## config.mk

```make
export PLATFORM = sky130hd
export DESIGN_NAME = wwin_mark_tracker
export DESIGN_NICKNAME = d
export VERILOG_FILES = /design/src/rtl/wwin_pkg.sv /design/src/rtl/wwin_range_chk.sv /design/src/rtl/wwin_first_set.sv /design/src/rtl/wwin_mark_map.sv /design/src/rtl/wwin_mark_tracker.sv
export SDC_FILE = /design/constraint.sdc
export NUM_CORES = 1
export LEC_CHECK = 0
export ABC_AREA = 1
export BUFFER_PORTS_ARGS = -buffer_cell sky130_fd_sc_hd__buf_4
export CAP_MARGIN = 20
export CORE_ASPECT_RATIO = 1.1
export CORE_UTILIZATION = 50
export CTS_BUF_LIST = sky130_fd_sc_hd__clkbuf_16
export DETAILED_ROUTE_END_ITERATION = 16
export PLACE_DENSITY = 0.71
export SLEW_MARGIN = 20
export SYNTH_ARGS = -nofsm -noshare
export SYNTH_HDL_FRONTEND = slang
export SYNTH_SLANG_ARGS = --single-unit
export TNS_END_PERCENT = 1
```

## constraint.sdc

```tcl
create_clock -name clk -period 3.9 [get_ports clk]
set_input_delay 0.195 -clock clk [delete_from_list [all_inputs] [get_ports clk]]
set_output_delay 0.195 -clock clk [all_outputs]
set_load 0.02 [all_outputs]
```

## src/rtl/wwin_pkg.sv

```systemverilog
package wwin_pkg;

  typedef enum logic [1:0] {
    MK_CLEAN  = 2'd0,
    MK_DIRTY  = 2'd1,
    MK_ERASED = 2'd2
  } mark_e;

  typedef enum logic [2:0] {
    ST_OK    = 3'd0,
    ST_RANGE = 3'd1,
    ST_WRERR = 3'd2,
    ST_NOWIN = 3'd3,
    ST_BUSY  = 3'd4
  } stat_e;

  typedef enum logic [1:0] {
    OP_FLUSH  = 2'd0,
    OP_CLOSE  = 2'd1,
    OP_REOPEN = 2'd2
  } op_e;

  typedef enum logic {
    FS_IDLE = 1'b0,
    FS_WALK = 1'b1
  } fsm_e;

endpackage

```

## src/rtl/wwin_range_chk.sv

```systemverilog
module wwin_range_chk #(
  parameter int FLD_W = 16,
  parameter int CNT_W = 7
) (
  input  logic [FLD_W-1:0] off,
  input  logic [FLD_W-1:0] cnt,
  input  logic [CNT_W-1:0] win_blocks,
  output logic [FLD_W:0]   hi_excl,
  output logic             fits
);
  localparam int LIM_W = FLD_W + 1;

  always_comb begin
    hi_excl = {1'b0, off} + {1'b0, cnt};
    fits    = (hi_excl <= LIM_W'(win_blocks));
  end
endmodule

```

## src/rtl/wwin_first_set.sv

```systemverilog
module wwin_first_set #(
  parameter int N     = 64,
  parameter int IDX_W = 6
) (
  input  logic [N-1:0]     vec,
  output logic             found,
  output logic [IDX_W-1:0] idx
);
  always_comb begin
    found = |vec;
    idx   = '0;
    for (int i = N - 1; i >= 0; i--) begin
      if (vec[i]) idx = IDX_W'(i);
    end
  end
endmodule

```

## src/rtl/wwin_mark_map.sv

```systemverilog
module wwin_mark_map
  import wwin_pkg::*;
#(
  parameter int N     = 64,
  parameter int IDX_W = 6,
  parameter int LIM_W = 17
) (
  input  logic             clk,
  input  logic             rst_n,
  input  logic             set_en,
  input  logic             set_erase,
  input  logic [LIM_W-1:0] set_lo,
  input  logic [LIM_W-1:0] set_hi,
  input  logic             clr_one,
  input  logic [IDX_W-1:0] clr_idx,
  input  logic             clr_all,
  output logic [N-1:0]     marked,
  output logic [N-1:0]     erased
);

  for (genvar i = 0; i < N; i++) begin : g_cell
    mark_e cell_q, cell_d;
    logic  in_rng;

    always_comb begin
      in_rng = (LIM_W'(i) >= set_lo) && (LIM_W'(i) < set_hi);
      cell_d = cell_q;
      if (clr_all) begin
        cell_d = MK_CLEAN;
      end else if (clr_one && (clr_idx == IDX_W'(i))) begin
        cell_d = MK_CLEAN;
      end else if (set_en && in_rng) begin
        cell_d = set_erase ? MK_ERASED : MK_DIRTY;
      end
    end

    always_ff @(posedge clk or negedge rst_n) begin
      if (!rst_n) cell_q <= MK_CLEAN;
      else        cell_q <= cell_d;
    end

    assign marked[i] = (cell_q != MK_CLEAN);
    assign erased[i] = (cell_q == MK_ERASED);
  end

  assert_clear_all_R6: assert property (@(posedge clk) disable iff (!rst_n)
    clr_all |=> (marked == '0));

endmodule

```

## src/rtl/wwin_mark_tracker.sv

```systemverilog
module wwin_mark_tracker
  import wwin_pkg::*;
#(
  parameter int MAX_BLK   = 64,
  parameter int BLK_SHIFT = 12,
  parameter int FLD_W     = 16
) (
  input  logic                                 clk,
  input  logic                                 rst_n,
  input  logic                                 open_req,
  input  logic                                 close_req,
  input  logic                                 flush_req,
  input  logic [FLD_W-1:0]                     open_size,
  input  logic                                 mk_valid,
  input  logic                                 mk_erase,
  input  logic [FLD_W-1:0]                     mk_off,
  input  logic [FLD_W-1:0]                     mk_cnt,
  output logic                                 mk_done,
  output logic [2:0]                           mk_status,
  output logic                                 op_done,
  output logic [2:0]                           op_status,
  output logic                                 win_active,
  output logic                                 wr_req,
  output logic [$clog2(MAX_BLK)-1:0]           wr_idx,
  output logic                                 wr_erase,
  input  logic                                 wr_ack,
  input  logic                                 wr_err,
  input  logic [$clog2(MAX_BLK)+BLK_SHIFT-1:0] rd_addr,
  output logic                                 rd_force_ff
);

  localparam int IDX_W = $clog2(MAX_BLK);
  localparam int CNT_W = IDX_W + 1;
  localparam int RA_W  = IDX_W + BLK_SHIFT;
  localparam int LIM_W = FLD_W + 1;

  // state
  fsm_e             fsm_q, fsm_d;
  logic             act_q, act_d;
  logic [CNT_W-1:0] size_q, size_d;
  op_e              pk_q, pk_d;
  logic [CNT_W-1:0] psize_q, psize_d;
  logic             pok_q, pok_d;
  logic             mkd_q, mkd_d;
  stat_e            mks_q, mks_d;
  logic             opd_q, opd_d;
  stat_e            ops_q, ops_d;

  // map control
  logic             set_en, clr_one, clr_all;
  logic [LIM_W-1:0] hi_excl;
  logic             fits;
  logic [MAX_BLK-1:0] marked_v, erased_v;
  logic             found;
  logic [IDX_W-1:0] first_idx;
  logic             open_ok;
  logic             fin, fin_err;

  wwin_range_chk #(.FLD_W(FLD_W), .CNT_W(CNT_W)) u_rng (
    .off(mk_off), .cnt(mk_cnt), .win_blocks(size_q),
    .hi_excl(hi_excl), .fits(fits)
  );

  wwin_mark_map #(.N(MAX_BLK), .IDX_W(IDX_W), .LIM_W(LIM_W)) u_map (
    .clk(clk), .rst_n(rst_n),
    .set_en(set_en), .set_erase(mk_erase),
    .set_lo({1'b0, mk_off}), .set_hi(hi_excl),
    .clr_one(clr_one), .clr_idx(first_idx), .clr_all(clr_all),
    .marked(marked_v), .erased(erased_v)
  );

  wwin_first_set #(.N(MAX_BLK), .IDX_W(IDX_W)) u_first (
    .vec(marked_v), .found(found), .idx(first_idx)
  );

  assign open_ok = (open_size != '0) && (open_size <= FLD_W'(MAX_BLK));

  // next-state
  always_comb begin
    fsm_d   = fsm_q;
    act_d   = act_q;
    size_d  = size_q;
    pk_d    = pk_q;
    psize_d = psize_q;
    pok_d   = pok_q;
    mkd_d   = 1'b0;
    mks_d   = mks_q;
    opd_d   = 1'b0;
    ops_d   = ops_q;
    set_en  = 1'b0;
    clr_one = 1'b0;
    clr_all = 1'b0;
    fin     = 1'b0;
    fin_err = 1'b0;

    // range commands
    if (mk_valid) begin
      mkd_d = 1'b1;
      if (fsm_q == FS_WALK)  mks_d = ST_BUSY;
      else if (!act_q)       mks_d = ST_NOWIN;
      else if (!fits)        mks_d = ST_RANGE;
      else begin
        mks_d  = ST_OK;
        set_en = 1'b1;
      end
    end

    // window operations
    if (fsm_q == FS_IDLE) begin
      if (open_req) begin
        if (act_q) begin
          fsm_d   = FS_WALK;
          pk_d    = OP_REOPEN;
          psize_d = open_size[CNT_W-1:0];
          pok_d   = open_ok;
        end else begin
          opd_d   = 1'b1;
          ops_d   = open_ok ? ST_OK : ST_RANGE;
          act_d   = open_ok;
          size_d  = open_ok ? open_size[CNT_W-1:0] : '0;
          clr_all = 1'b1;
        end
      end else if (close_req) begin
        if (act_q) begin
          fsm_d = FS_WALK;
          pk_d  = OP_CLOSE;
        end else begin
          opd_d = 1'b1;
          ops_d = ST_NOWIN;
        end
      end else if (flush_req) begin
        if (act_q) begin
          fsm_d = FS_WALK;
          pk_d  = OP_FLUSH;
        end else begin
          opd_d = 1'b1;
          ops_d = ST_NOWIN;
        end
      end
    end else begin
      if (!found) begin
        fin = 1'b1;
      end else if (wr_ack) begin
        if (wr_err) begin
          fin     = 1'b1;
          fin_err = 1'b1;
        end else begin
          clr_one = 1'b1;
        end
      end
    end

    if (fin) begin
      fsm_d = FS_IDLE;
      opd_d = 1'b1;
      if (fin_err)                         ops_d = ST_WRERR;
      else if (pk_q == OP_REOPEN && !pok_q) ops_d = ST_RANGE;
      else                                  ops_d = ST_OK;
      if (pk_q != OP_FLUSH) begin
        clr_all = 1'b1;
        act_d   = (pk_q == OP_REOPEN) && pok_q && !fin_err;
        size_d  = ((pk_q == OP_REOPEN) && pok_q && !fin_err) ? psize_q : '0;
      end
    end
  end

  // registers
  always_ff @(posedge clk or negedge rst_n) begin
    if (!rst_n) begin
      fsm_q   <= FS_IDLE;
      act_q   <= 1'b0;
      size_q  <= '0;
      pk_q    <= OP_FLUSH;
      psize_q <= '0;
      pok_q   <= 1'b0;
      mkd_q   <= 1'b0;
      mks_q   <= ST_OK;
      opd_q   <= 1'b0;
      ops_q   <= ST_OK;
    end else begin
      fsm_q <= fsm_d;
      act_q <= act_d;
      mkd_q <= mkd_d;
      opd_q <= opd_d;
      if (mkd_d) mks_q <= mks_d;
      if (opd_d) ops_q <= ops_d;
      if (fsm_q == FS_IDLE) begin
        pk_q    <= pk_d;
        psize_q <= psize_d;
        pok_q   <= pok_d;
      end
      if (act_d != act_q || size_d != size_q) size_q <= size_d;
    end
  end

  // outputs
  assign mk_done     = mkd_q;
  assign mk_status   = mks_q;
  assign op_done     = opd_q;
  assign op_status   = ops_q;
  assign win_active  = act_q;
  assign wr_req      = (fsm_q == FS_WALK) && found;
  assign wr_idx      = first_idx;
  assign wr_erase    = erased_v[first_idx];
  assign rd_force_ff = act_q && erased_v[rd_addr[RA_W-1:BLK_SHIFT]];

  // assertions
  assert_range_keep_R1: assert property (@(posedge clk) disable iff (!rst_n)
    (mk_done && mk_status == ST_RANGE) |-> $stable(marked_v));

  assert_outside_clean_R2: assert property (@(posedge clk) disable iff (!rst_n)
    act_q |-> ((marked_v >> size_q) == '0));

  assert_req_hold_R4: assert property (@(posedge clk) disable iff (!rst_n)
    (wr_req && !wr_ack) |=> (wr_req && $stable(wr_idx)));

  assert_ack_clears_R4: assert property (@(posedge clk) disable iff (!rst_n)
    (wr_req && wr_ack && !wr_err) |=>
      ((marked_v & (MAX_BLK'(1) << $past(wr_idx))) == '0));

  assert_err_keeps_R5: assert property (@(posedge clk) disable iff (!rst_n)
    (wr_req && wr_ack && wr_err && pk_q == OP_FLUSH) |=> $stable(marked_v));

  assert_closed_empty_R6: assert property (@(posedge clk) disable iff (!rst_n)
    (!act_q && fsm_q == FS_IDLE) |-> (marked_v == '0));

  assert_mk_timing_R11: assert property (@(posedge clk) disable iff (!rst_n)
    mk_valid |=> mk_done);

endmodule

```

==> results.toml <==
[status]
outcome = "finished with violations"
violations = "setup timing"

[cts]
clk_pin_slew_ps = 70
cts_tree = "yes"
clockBufferDepth = 2
clock-sinks = 154
htreeDepth = 4
numCtsBuffers = 17
clk_latency_ps = 450
cts_root_buf = "clkbuf_16"

[timing]
fin_hold_ws_ps = 49.8
max-slew-margin-rel = 0.306
rsz0062_at_grt = "yes"
finalWorstSetupSlack_ps = -1700
drv_slew = 0
finalSetupViolCount = 130
period_needed_ps = 5600
finalCritPeriodShare = 1.44
max_freq_mhz = 179
clock-skew-final_ps = 17.6
final-hold-violation-count = 0
tightest_slew_ps = 1040

[placed_design]
portBuffers = 79
place_area_um2 = 14300
dp_hpwl_um = 37700
dp_cells = 2390
globalplace.congestion = 1.05

[global_routing]
grt_pass1_wl_um = 73900
grtUsageTotal = 0.412
antenna_found_initial = 0
grt_pass1_vias = 13600
grt_overflow_total = 0
grt_max_degree = 104

[final_layout]
post-route-util = 0.666
nFillCells = 2094
nets = 2214
diodes = 0
drive_gt1_frac = 0.209
final_cell_area_um2 = 15200
layoutNonFillerInstCount = 2428
syn_to_final_growth_pct = 31.1

[critical_path]
crit_fanout = 10
critPathCaptureType = "output port"
cpPeakStageDelay_ps = 390
worst_ep_arrival_time_ps = 5400
cp.required_ps = 3700
slowest_stage = "dfrtp_1"
crit_path_start_kind = "flip-flop"
crit_type = "flip-flop to output port"
path_common_cell = "nand2_1"

[yosys]
synthFlopType = "dfrtp_1"
netlist_area_um2 = 11600
synth_area_leader_cell = "dfrtp_1"
syn_area_per_cell_um2 = 6.36
synth_fp_nets = 1919
yosys-top-cells-area = "dfrtp_1 33%, nand2_1 17%, nor2_1 8.7%"
synth_cells = 1820
yosys-top-cells-count = "512 x nand2_1, 269 x nor2_1, 250 x inv_1"
yosysWarnings = 0
synth-async-reset-ratio = 1.00
synth_top_area_share = 0.333
synth_seq_cells = 154
yosysSeqAreaShare = 0.333
synth_edf_count = 0
synth.most_common_cell = "nand2_1"
synth.distinct_cells = 56

[routing]
dr.pass1.iters = 6
wl_um = 48100
wire_per_inst_um = 19.8
drc = 0
final_antenna_net_count = 0
vias = 14100
drtIter0Drc = 1450
via_per_inst = 5.80

[power]
combPwrFrac = 0.174
pwr_density_cell_nw_per_um2 = 274
ir_drop_v = 0.000296
swShare = 0.299
p_int_uw = 2920
power_uw = 4160
p_clk_frac = 0.433
p_sw_uw = 1240
pwr-share-seq = 0.393
leakagePower_uw = 0.00765

[run]
cap_violations = 0

[die]
initial_core_util = 0.508
dieArea_um2 = 23800
row_count = 58
io_pins = 93
die_w_um = 147
core_area_um2 = 22800
die_y_um = 162

[worst_hold_path]
min-delay-path-class = "primary input to flip-flop"
==> registers in the layout, indices dropped and copies added, names as in the netlist <==
signal / flops
op_status: 2
mk_status: 3
size_q: 7
u_map.g_cell.cell_q: 128
pok_q: 1
fsm_q: 1
win_active: 1
mk_done: 1
psize_q: 7
op_done: 1
pk_q: 2
==> metal layers <==
metal / track usage / vias up / share of wire
met5: 0 / - / 0
met3: 0.0788 / 194 / 0.091
li1: - / 6555 / -
met2: 0.670 / 761 / 0.45
met4: 0.281 / 0 / 0.074
met1: 0.493 / 6571 / 0.38
==> cell type report <==
cell class / count / area [um2] / area share
multi-input combinational: 1351 / 6720 / 0.443
sequential: 154 / 3850 / 0.254
timing repair buffer: 324 / 2580 / 0.170
inverter: 267 / 1020 / 0.0670
clock buffer: 17 / 425 / 0.0280
tap: 300 / 375 / 0.0247
clock inverter: 15 / 206 / 0.0136
==> kinds of logic (layout without fill, tap and decap cells) <==
logic type	after synthesis	after routing	synth area share
simple gates	953	953	0.336
flops	154	154	0.333
buf+inv	315	623	0.105
compound gates	366	366	0.195
fa+ha+maj	24	24	0.0266
xor+xnor	7	7	0.00529
other cells	1	1	0.000324
==> worst max-delay path, delay by kind of cell (launching register included) <==
family	cells	cell delay, ps
buf+inv	3	320
simple gates	74	4240
flops	1	390
==> what timing repair did <==
item | 4_1_cts | 5_1_grt
endpoints found under the hold margin | 103 | 0
buffers inserted | 1 | 1
setup endpoints to repair | 130 | 131
pin swaps | 4 | 5
hold buffers | 3 | 0
resized for setup | 37 | 19
cloned | 0 | 1
==> power by group through the flow <==
stage,clock (uW),combinational (uW),sequential (uW)
after floorplan,0,356,1670
after global placement,0,695,1670
after detailed placement,0,704,1670
after CTS,1800,714,1640
after global routing,1850,789,1640
final,1800,725,1640
==> worst paths after layout <==
check                                           startpoint                         end  slack (ps)  cells past startpoint
worst min register to register                  psize_q[5]                  psize_q[5]         490                      2
max in group asynchronous                            rst_n  u_map.g_cell[40].cell_q[0]        2440                      3
worst max register to register  u_map.g_cell[63].cell_q[1]  u_map.g_cell[31].cell_q[1]       -1300                     72
min in group asynchronous                            rst_n  u_map.g_cell[15].cell_q[0]         340                      2
worst min-delay path                          open_size[0]                  psize_q[0]          50                      3
worst max-delay path            u_map.g_cell[63].cell_q[1]                    wr_erase       -1700                     77
==> stage by stage <==
stage	TNS (ps)	setup slack, ps
floorplan	-39720	-462
global placement	-112190	-1270
detailed placement	-123760	-1380
CTS	-116620	-1540
global route	-220110	-2340
finish	-139430	-1700
==> cell usage in the layout, fill, tap and decap left out, types with 4 or more instances in the layout <==
cell type,count
o2111ai_1,12
o21ai_1,14
buf_12,9
inv_6,6
nand4_1,12
nor4_1,13
a211oi_1,5
o21ai_0,122
a221oi_1,7
nor2_4,5
clkinv_1,8
clkbuf_16,18
inv_1,239
a21oi_1,51
a21oi_2,15
dfrtp_1,154
xor2_1,6
nor2_1,257
a211oi_2,4
o211ai_1,38
a31oi_1,19
or2_2,5
nor3_1,15
buf_4,307
ha_1,23
nand2_1,504
buf_6,4
nor2_2,17
o22ai_1,41
nand2_2,9
nand3_1,102
inv_2,17
o21bai_1,10
(Power assumes the default switching activity.)
